[src/rtl/systmr_pkg.sv]
package systmr_pkg;
   localparam int NUM_CH = 2;
   localparam logic [7:0] OFF_CLKCTL = 8'h00;
   localparam logic [7:0] OFF_CLR    = 8'h08;
   localparam logic [7:0] OFF_FLAG   = 8'h0C;
   localparam logic [7:0] OFF_MASK   = 8'h10;
   localparam logic [7:0] OFF_CMP    = 8'h14;
   localparam logic [7:0] OFF_CNT1   = 8'h18;
   localparam logic [7:0] OFF_CNT2L  = 8'h20;
   localparam logic [7:0] OFF_CNT2H  = 8'h24;
   localparam logic [7:0] OFF_ENSET  = 8'h34;
   localparam logic [7:0] OFF_ENCLR  = 8'h38;
endpackage

[src/rtl/systmr_prescaler.sv]
module systmr_prescaler #(
   parameter int CODE_W = 2
) (
   input  logic              clk,
   input  logic              rst_n,
   input  logic              ref_tick,
   input  logic [CODE_W-1:0] code,
   output logic              tick
);
   localparam int DIV_W = 2 * ((1 << CODE_W) - 1);

   if (CODE_W < 1 || CODE_W > 3) begin : g_bad_code_w
      $error("systmr_prescaler: CODE_W must be 1..3");
   end

   logic [DIV_W-1:0] phase_q;
   logic [DIV_W-1:0] last;
   logic [DIV_W:0]   span;
   logic [CODE_W-1:0] code_q;
   logic             restart;

   // span = 4^code, last = span - 1 (wraps to all ones for the top code)
   assign span    = {{DIV_W{1'b0}}, 1'b1} << {code, 1'b0};
   assign last    = DIV_W'(span - 1'b1);
   assign restart = (code != code_q);
   assign tick    = ref_tick && !restart && (phase_q == last);

   always_ff @(posedge clk) begin
      if (!rst_n) begin
         phase_q <= '0;
         code_q  <= '0;
      end else begin
         code_q <= code;
         if (restart)
            phase_q <= '0;
         else if (ref_tick)
            phase_q <= (phase_q == last) ? '0 : phase_q + 1'b1;
      end
   end

   AST_NO_TICK_ON_CODE_CHANGE: assert property (@(posedge clk) disable iff (!rst_n)
      !$stable(code) |-> !tick);
endmodule

[src/rtl/systmr_counter.sv]
module systmr_counter #(
   parameter int W = 32
) (
   input  logic         clk,
   input  logic         rst_n,
   input  logic         en,
   input  logic         clr,
   input  logic         tick,
   output logic [W-1:0] cnt,
   output logic         step
);
   if (W < 2) begin : g_bad_w
      $error("systmr_counter: W must be at least 2");
   end

   assign step = en && tick && !clr;

   always_ff @(posedge clk) begin
      if (!rst_n)
         cnt <= '0;
      else if (clr)
         cnt <= '0;
      else if (step)
         cnt <= cnt + 1'b1;
   end

   AST_HOLD_WHEN_OFF: assert property (@(posedge clk) disable iff (!rst_n)
      (!en && !clr) |=> $stable(cnt));
   AST_CLEAR_WINS: assert property (@(posedge clk) disable iff (!rst_n)
      (clr && en && tick) |=> (cnt == '0));
   AST_WRAP_TO_ZERO: assert property (@(posedge clk) disable iff (!rst_n)
      (en && tick && !clr && (cnt == '1)) |=> (cnt == '0));
endmodule

[src/rtl/systmr_top.sv]
module systmr_top #(
   parameter int ADDR_W = 8,
   parameter int DATA_W = 32,
   parameter int CH2_W  = 32,
   parameter int CODE_W = 2
) (
   input  logic              clk,
   input  logic              rst_n,
   input  logic              ref_tick,
   input  logic [ADDR_W-1:0] bus_addr,
   input  logic              bus_wr,
   input  logic              bus_rd,
   input  logic [DATA_W-1:0] bus_wdata,
   output logic [DATA_W-1:0] bus_rdata,
   output logic              irq
);
   import systmr_pkg::*;

   localparam int CTL_W = NUM_CH * CODE_W;

   if (ADDR_W < 6) begin : g_bad_addr
      $error("systmr_top: ADDR_W must reach offset 0x38");
   end
   if (CH2_W < DATA_W || CH2_W > 2 * DATA_W) begin : g_bad_ch2
      $error("systmr_top: CH2_W must lie in DATA_W..2*DATA_W");
   end
   if (DATA_W < CTL_W) begin : g_bad_data
      $error("systmr_top: DATA_W too small for prescale fields");
   end

   logic wr_clkctl, wr_clr, wr_flag, wr_mask, wr_cmp, wr_enset, wr_enclr, rd_cnt2l;
   assign wr_clkctl = bus_wr && (bus_addr == ADDR_W'(OFF_CLKCTL));
   assign wr_clr    = bus_wr && (bus_addr == ADDR_W'(OFF_CLR));
   assign wr_flag   = bus_wr && (bus_addr == ADDR_W'(OFF_FLAG));
   assign wr_mask   = bus_wr && (bus_addr == ADDR_W'(OFF_MASK));
   assign wr_cmp    = bus_wr && (bus_addr == ADDR_W'(OFF_CMP));
   assign wr_enset  = bus_wr && (bus_addr == ADDR_W'(OFF_ENSET));
   assign wr_enclr  = bus_wr && (bus_addr == ADDR_W'(OFF_ENCLR));
   assign rd_cnt2l  = bus_rd && (bus_addr == ADDR_W'(OFF_CNT2L));

   // every register below resets to the documented idle state
   logic [CTL_W-1:0]  ctrl_q;
   logic [NUM_CH-1:0] en_q;
   logic [NUM_CH-1:0] clr_v;
   logic [NUM_CH-1:0] tick_v;
   logic [NUM_CH-1:0] step_v;
   logic              flag_q;
   logic              mask_q;
   logic [DATA_W-1:0] cmp_q;
   logic [DATA_W-1:0] hibuf_q;
   logic [DATA_W-1:0] cnt1;
   logic [CH2_W-1:0]  cnt2;
   logic              hit;

   assign clr_v = wr_clr ? bus_wdata[NUM_CH-1:0] : '0;

   for (genvar g = 0; g < NUM_CH; g++) begin : g_ch
      systmr_prescaler #(.CODE_W(CODE_W)) u_div (
         .clk      (clk),
         .rst_n    (rst_n),
         .ref_tick (ref_tick),
         .code     (ctrl_q[g*CODE_W +: CODE_W]),
         .tick     (tick_v[g])
      );
      if (g == 0) begin : g_event
         systmr_counter #(.W(DATA_W)) u_cnt (
            .clk (clk), .rst_n (rst_n), .en (en_q[g]), .clr (clr_v[g]),
            .tick (tick_v[g]), .cnt (cnt1), .step (step_v[g])
         );
      end else begin : g_free
         systmr_counter #(.W(CH2_W)) u_cnt (
            .clk (clk), .rst_n (rst_n), .en (en_q[g]), .clr (clr_v[g]),
            .tick (tick_v[g]), .cnt (cnt2), .step (step_v[g])
         );
      end
   end

   assign hit = step_v[0] && ((cnt1 + 1'b1) == cmp_q);
   assign irq = flag_q && !mask_q;

   always_ff @(posedge clk) begin
      if (!rst_n) begin
         ctrl_q  <= '0;
         en_q    <= '0;
         flag_q  <= 1'b0;
         mask_q  <= 1'b1;
         cmp_q   <= '0;
         hibuf_q <= '0;
      end else begin
         if (wr_clkctl) ctrl_q <= bus_wdata[CTL_W-1:0];
         if (wr_enset)
            en_q <= en_q | bus_wdata[NUM_CH-1:0];
         else if (wr_enclr)
            en_q <= en_q & ~bus_wdata[NUM_CH-1:0];
         if (hit)
            flag_q <= 1'b1;
         else if (wr_flag && !bus_wdata[0])
            flag_q <= 1'b0;
         if (wr_mask) mask_q <= bus_wdata[0];
         if (wr_cmp)  cmp_q  <= bus_wdata;
         if (rd_cnt2l) hibuf_q <= DATA_W'(cnt2 >> DATA_W);
      end
   end

   always_comb begin
      bus_rdata = '0;
      case (bus_addr)
         ADDR_W'(OFF_CLKCTL): bus_rdata = DATA_W'(ctrl_q);
         ADDR_W'(OFF_FLAG):   bus_rdata = DATA_W'(flag_q);
         ADDR_W'(OFF_MASK):   bus_rdata = DATA_W'(mask_q);
         ADDR_W'(OFF_CMP):    bus_rdata = cmp_q;
         ADDR_W'(OFF_CNT1):   bus_rdata = cnt1;
         ADDR_W'(OFF_CNT2L):  bus_rdata = cnt2[DATA_W-1:0];
         ADDR_W'(OFF_CNT2H):  bus_rdata = hibuf_q;
         ADDR_W'(OFF_ENSET):  bus_rdata = DATA_W'(en_q);
         default:             bus_rdata = '0;
      endcase
   end

   AST_ENABLE_SET: assert property (@(posedge clk) disable iff (!rst_n)
      (wr_enset && bus_wdata[1]) |=> en_q[1]);
   AST_ENABLE_CLEAR: assert property (@(posedge clk) disable iff (!rst_n)
      (wr_enclr && bus_wdata[0]) |=> !en_q[0]);
   AST_FLAG_AT_MATCH: assert property (@(posedge clk) disable iff (!rst_n)
      (!$stable(cnt1) && (cnt1 == cmp_q) && $stable(cmp_q) && !$past(clr_v[0])) |-> flag_q);
   AST_FLAG_ONE_NO_EFFECT: assert property (@(posedge clk) disable iff (!rst_n)
      (wr_flag && bus_wdata[0] && flag_q) |=> flag_q);
   AST_MASK_BLOCKS_IRQ: assert property (@(posedge clk) disable iff (!rst_n)
      mask_q |-> !irq);
endmodule

[config.mk]
export PLATFORM = sky130hd
export DESIGN_NAME = systmr_top
export DESIGN_NICKNAME = d
export VERILOG_FILES = /design/src/rtl/systmr_pkg.sv /design/src/rtl/systmr_prescaler.sv /design/src/rtl/systmr_counter.sv /design/src/rtl/systmr_top.sv
export SDC_FILE = /design/constraint.sdc
export NUM_CORES = 1
export LEC_CHECK = 0
export ABC_CLOCK_PERIOD_IN_PS = 2900
export BUFFER_PORTS_ARGS = -buffer_cell sky130_fd_sc_hd__buf_2
export CORE_UTILIZATION = 25
export CTS_CLUSTER_DIAMETER = 100
export DETAILED_ROUTE_END_ITERATION = 10
export SKIP_CTS_REPAIR_TIMING = 1
export SLEW_MARGIN = 20
export SYNTH_ARGS = -nofsm -noshare
export SYNTH_HDL_FRONTEND = slang
export SYNTH_SLANG_ARGS = --single-unit
[constraint.sdc]
create_clock -name clk -period 2.9 [get_ports clk]
set_input_delay 0.435 -clock clk [delete_from_list [all_inputs] [get_ports clk]]
set_output_delay 0.435 -clock clk [all_outputs]
set_load 0.02 [all_outputs]
==> impl_metrics.py, run 1 <==
metrics = {
    "timing": {
        "setup_violations": 0,
        "final.period_utilization_pct": 89.8,
        "fin_setup_tns_ns": 0,
        "maxSlewViolCount": 0,
        "setup_ws_ns": 0.296,
        "clock-skew-final_ns": 0.00654,
        "tightest_slew_ns": 0.538,
        "slew_headroom_pct": 63.9,
        "fin_crit_ns": 2.60,
        "max_freq_mhz": 384,
        "rsz0062_at_grt": "no",
        "hold_viol": 0,
    },
    "pwr": {
        "p_leak_nw": 3.11,
        "vdd_drop_max_v": 0.000411,
        "powerDensity_nw_per_um2": 435,
    },
    "clocking": {
        "clockBufferDepth": 2,
        "clk_latency_ns": 0.42,
        "h-tree-depth": 4,
        "cts_tree": "built",
        "clock_sinks": 120,
        "path_clk_slew_ns": 0.06,
        "cts-root-buf": "clkbuf_16",
        "cts_made_buffers": 17,
    },
    "place": {
        "io_buffers": 76,
        "dp.cells": 1324,
        "dpl_worst_slack_ns": 0.305,
        "hpwlAfterDp_um": 15800,
        "place_congestion": 0.919,
    },
    "outcome": {
        "status": "finished clean",
    },
    "worst_setup_path": {
        "critical_path_arrival_ns": 2.95,
        "cp_max_fo": 12,
        "r2r-start": "g_ch[1].g_free.u_cnt.cnt[6]",
        "cp_slowest_cell": "or3_1",
        "crit_type": "reg2reg",
        "cp_cell_sequence": "nand4_1 > nor4_2 > and4_1 > nand3_1 > or3_1 > or3_1 > a21oi_1",
        "crit_start": "g_ch[1].g_free.u_cnt.cnt[6]",
        "critPathBufInv": 0,
        "cpMostUsedCell": "or3_1",
        "end_kind": "register",
        "worstPathRequired_ns": 3.25,
        "critical_path.max_stage_delay_ns": 0.57,
        "path_delay_family": "simple AND/OR/NAND/NOR gates",
        "start_kind": "register",
    },
    "synth": {
        "yosysSeqAreaShare_pct": 34.3,
        "synth_nets": 953,
        "synth_top_cell_by_area": "dfxtp_1",
        "synth-edff-count": 0,
        "ys_top_cells_by_area": "dfxtp_1 (34%), xnor2_1 (8.6%), nand2_1 (6.7%)",
        "synth_ff_type": "dfxtp_1",
        "synth_seq_cells": 120,
        "synth_most_common_cell": "nand2_1",
        "syn_inst": 903,
        "netlist_top_cells_count": "nand2_1 (126), dfxtp_1 (120), nor2_1 (86)",
        "synthArstFlopShare_pct": 0,
        "syn_avg_cell_area_um2": 7.76,
        "yosys_warnings": 0,
        "synthDistinctLibCells": 64,
        "syn-cell-area_um2": 7010,
        "synth_top_area_share_pct": 34.3,
    },
    "global_route": {
        "grt_overflow_total": 0,
        "grt.total_usage_pct": 15.0,
        "grt_pass1_vias": 6346,
        "antenna_found_initial": 0,
        "grt_pass1_wl_um": 33700,
        "grt_max_degree": 48,
    },
    "drt": {
        "vias": 6768,
        "finalWirelength_um": 21100,
        "drt-pass1-iter-count": 7,
        "routed_via_density": 4.99,
        "drt_drc_violations_left": 0,
        "wl_per_cell_um": 15.6,
        "drt_iter0_markers": 754,
        "ant_nets": 0,
    },
    "die": {
        "core-area_um2": 27300,
        "die_w_um": 169,
        "io_pins": 78,
        "core.rowCount": 60,
        "start_util_pct": 25.7,
        "dieArea_um2": 28700,
        "die_y_um": 169,
    },
    "worst_hold_path": {
        "hp-class": "in2reg",
        "min_from": "bus_wdata[20]",
    },
    "run": {
        "maxCapViolCount": 0,
    },
    "cells_and_area": {
        "fin_nets": 1021,
        "final_cells": 1356,
        "drive_gt1_share_pct": 17.0,
        "nFillCells": 2925,
        "synthToLayoutAreaGrowth_pct": 20.3,
        "antenna_cells": 0,
    },
}
==> worst reg2reg max path, cell delays in order, from the launching register on <==
cell     delay, ns
dfxtp_1       0.42
nand4_1       0.17
nor4_2        0.41
and4_1        0.30
nand3_1       0.09
or3_1         0.57
or3_1         0.39
a21oi_1       0.17
==> state kept, by name, indices dropped and copies added (netlist names), named ones only <==
register	cells
cmp_q	32
g_ch.g_free.u_cnt.cnt	32
ctrl_q	4
g_ch.u_div.code_q	4
mask_q	1
flag_q	1
g_ch.u_div.phase_q	12
g_ch.g_event.u_cnt.cnt	32
==> per-layer routing <==
layer / vias to the layer above / GRT usage (%) / share of wire, %
met3: 44 / 2.73 / 4.8
met1: 3208 / 19.0 / 44
li1: 3328 / - / -
met4: 0 / 6.35 / 2.8
met2: 188 / 25.0 / 49
met5: - / 0 / 0
==> stage by stage <==
stage | area, um^2 | power [mW] | hold slack [ns] | utilization, %
4_1_cts | 8420 | 3.70 | 0.254 | 30.9
3_3_place_gp | 7900 | 1.81 | 0.481 | 29.0
6_report | 8430 | 3.67 | 0.258 | 30.9
3_5_place_dp | 7900 | 1.81 | 0.487 | 29.0
5_1_grt | 8430 | 3.79 | 0.268 | 30.9
2_1_floorplan | 7010 | 1.75 | 0.462 | -
==> cells in the final DEF (no fill, tap or decap), types with 16 or more instances in the layout <==
cell type,n
xnor2_1,69
a21boi_0,35
nor3_1,25
xor2_1,38
or3_1,22
a222oi_1,29
nand3_1,37
o21ai_0,16
nand2_1,126
buf_2,76
a21oi_1,30
clkbuf_16,17
dfxtp_1,118
nor2_1,83
nand4_1,42
inv_1,39
buf_4,35
==> where the power goes <==
part / leakage (nW) / switching [mW] / internal [mW]
sequential: 0.968 / 0.00564 / 1.65
combinational: 1.90 / 0.0682 / 0.0487
clock: 0.248 / 0.788 / 1.10
total: 3.11 / 0.862 / 2.81
==> kinds of logic (layout without fill, tap and decap cells) <==
logic type / count (synthesis) / after routing / share of synthesized area, %
buffers and inverters: 103 / 184 / 6.00
and+or+nand+nor: 415 / 415 / 29.5
adders and majority gates: 5 / 5 / 0.893
AOI/OAI and AO/OA: 148 / 148 / 15.2
muxes: 5 / 5 / 0.714
DFF: 120 / 120 / 34.3
xor gates and xnor gates: 107 / 107 / 13.4
==> area by class of cell <==
| cell class | count | area, um^2 | share of cell area (%) |
|---|---|---|---|
| clock buffers | 20 | 447 | 5.30 |
| repair buffers | 113 | 683 | 8.11 |
| multi-input cells | 680 | 4200 | 49.8 |
| clock inverters | 12 | 80.1 | 0.950 |
| inverters | 39 | 146 | 1.74 |
| flip-flops and latches | 120 | 2400 | 28.5 |
| well taps | 372 | 465 | 5.52 |
==> path summary, 6_finish.rpt <==
check | end | slack, ns | cells after the start
worst max-delay path | g_ch[1].g_free.u_cnt.cnt[25] | 0.30 | 7
worst min-delay path | cmp_q[20] | 0.26 | 3
worst max register to register | g_ch[1].g_free.u_cnt.cnt[25] | 0.30 | 7
worst min register to register | cmp_q[27] | 0.49 | 2
Power figures use the tool's default switching activity.
==> run 2: changes to the inputs <==
Settings changed: MAX_ROUTING_LAYER set to met4, SLEW_MARGIN 20 to not set.
==> run 2 against run 1 <==
Die area is the same. Total power up 3.0%. Worst setup slack got worse by 0.033 ns. Clock skew grew 0.00081 ns. Critical path type unchanged. Critical endpoint is now flag_q.
==> impl_metrics.py, run 2 (synthesis gave the netlist of run 1 again) <==
metrics = {
    "global_route": {
        "grt_pass1_wl_um": 33800,
        "grt_util_met1_pct": 19.4,
        "grt_overflow_total": 0,
        "grt_util_met2_pct": 24.7,
        "antenna_found_initial": 0,
        "met3_usage_pct": 2.75,
        "grt.total_usage_pct": 15.5,
        "grt_max_degree": 48,
        "grt_pass1_vias": 6332,
        "busiest_layer": "met2",
    },
    "drt": {
        "drt_iter0_markers": 664,
        "drt-pass1-iter-count": 9,
        "ant_nets": 0,
        "finalWirelength_um": 21300,
        "wl_per_cell_um": 15.7,
        "drt_drc_violations_left": 0,
        "vias": 6728,
        "routed_via_density": 4.97,
    },
    "place": {
        "io_buffers": 76,
        "dpl_worst_slack_ns": 0.329,
        "place_congestion": 0.945,
        "hpwlAfterDp_um": 15800,
    },
    "clocking": {
        "h-tree-depth": 4,
        "clk_latency_ns": 0.42,
        "cts-root-buf": "clkbuf_16",
        "cts_tree": "built",
        "clock_sinks": 120,
        "clockBufferDepth": 2,
        "path_clk_slew_ns": 0.06,
        "cts_made_buffers": 17,
    },
    "timing": {
        "tightest_slew_ns": 0.554,
        "rsz0062_at_grt": "no",
        "clock-skew-final_ns": 0.00734,
        "setup_violations": 0,
        "max_freq_mhz": 379,
        "setup_ws_ns": 0.263,
        "maxSlewViolCount": 0,
        "fin_crit_ns": 2.64,
        "final.period_utilization_pct": 90.9,
        "fin_setup_tns_ns": 0,
        "hold_viol": 0,
        "slew_headroom_pct": 62.8,
    },
    "pwr": {
        "totalPowerFinal_mw": 3.78,
        "vdd_drop_max_v": 0.000410,
        "powerDensity_nw_per_um2": 448,
        "p_leak_nw": 3.12,
    },
    "worst_setup_path": {
        "critical_path.max_stage_delay_ns": 0.54,
        "cp_cell_sequence": "nand4_1 > nor2_1 > nand4_1 > xnor2_1 > nor4_1 > buf_4 > nand4_1 > o31ai_1",
        "path_delay_family": "simple AND/OR/NAND/NOR gates",
        "crit_type": "reg2reg",
        "reg2reg_slack_ns": 0.26,
        "end_kind": "register",
        "cp_max_fo": 12,
        "start_kind": "register",
        "cp_slowest_cell": "dfxtp_1",
        "worst_r2r_endpoint": "flag_q",
        "critPathBufInv": 1,
        "worstPathRequired_ns": 3.24,
        "critical_path_arrival_ns": 2.97,
        "cpMostUsedCell": "nand4_1",
        "r2r-start": "g_ch[0].g_event.u_cnt.cnt[2]",
        "reg2regPathDepth": 8,
    },
    "cells_and_area": {
        "reg_top3": "cmp_q x32, g_ch.g_event.u_cnt.cnt x32, g_ch.g_free.u_cnt.cnt x32",
        "synthToLayoutAreaGrowth_pct": 20.3,
        "nFillCells": 2940,
        "fin_nets": 1020,
        "layout_common_cells": "nand2_1 (126), dfxtp_1 (120), nor2_1 (84), buf_2 (76), xnor2_1 (69)",
        "drive_gt1_share_pct": 16.7,
        "seq_area_um2": 2400,
        "final_common_cell": "nand2_1",
        "multi_input_area_um2": 4200,
        "antenna_cells": 0,
    },
    "run": {
        "maxCapViolCount": 0,
    },
    "worst_hold_path": {
        "min_from": "bus_wdata[11]",
        "hp-class": "in2reg",
        "min_to": "cmp_q[11]",
        "min_delay_path_depth": 3,
    },
    "die": {
        "core-area_um2": 27300,
        "core.rowCount": 60,
        "dieArea_um2": 28700,
        "start_util_pct": 25.7,
        "die_w_um": 169,
        "die_y_um": 169,
        "io_pins": 78,
    },
    "outcome": {
        "status": "finished clean",
    },
}
run 2: cell types whose count changed in the layout (fill, tap and decap cells not counted), sizes merged:
cell | previous run | this run
buf | 113 | 112
clkinvlp | 5 | 6
clkinv | 7 | 5
bufinv | 0 | 1
clkbuf | 20 | 19
run 2: worst max-delay path by stage:
stage,from,endpoint,cells past startpoint
finish,g_ch[0].g_event.u_cnt.cnt[2],flag_q,8
detailed placement,g_ch[1].g_free.u_cnt.cnt[3],g_ch[1].g_free.u_cnt.cnt[31],7
CTS,g_ch[1].g_free.u_cnt.cnt[3],g_ch[1].g_free.u_cnt.cnt[25],7
global placement,g_ch[0].g_event.u_cnt.cnt[2],flag_q,8
floorplan,ctrl_q[0],g_ch[0].g_event.u_cnt.cnt[10],12
global route,g_ch[0].g_event.u_cnt.cnt[2],flag_q,7
run 2: layer usage:
metal	up-vias	routed length [um]
met5	-	0
met4	0	580
met3	44	1020
met2	181	10200
met1	3187	9420
li1	3316	-
run 2: through the flow:
stage,util [%],cell area (um^2),std cells,hold WS [ns]
finish,30.9,8430,1354,0.255
global route,30.9,8430,1354,0.262
CTS,30.9,8430,1354,0.252
detailed placement,28.9,7880,1323,0.491
global placement,28.9,7880,1323,0.484
floorplan,-,7010,903,0.462
run 2: power breakdown:
group          internal, mW  switching (mW)  total [mW]
clock                  1.21           0.792        2.00
combinational        0.0487          0.0688       0.117
sequential             1.65         0.00570        1.66
run 2: final cells by class:
cell class	instances	share of cell area, %
inverters	39	1.74
clock buffers	19	5.37
clock inverters	12	1.23
repair buffers	112	7.86
flip-flops and latches	120	28.5
well taps	372	5.52
multi-input cells	680	49.8
run 2: worst min-delay path: cells and delay by family:
kind | cells | cell delay (ns)
AND/OR/NAND/NOR | 1 | 0.04
AO/OA/AOI/OAI | 1 | 0.06
buffers and inverters | 1 | 0.09
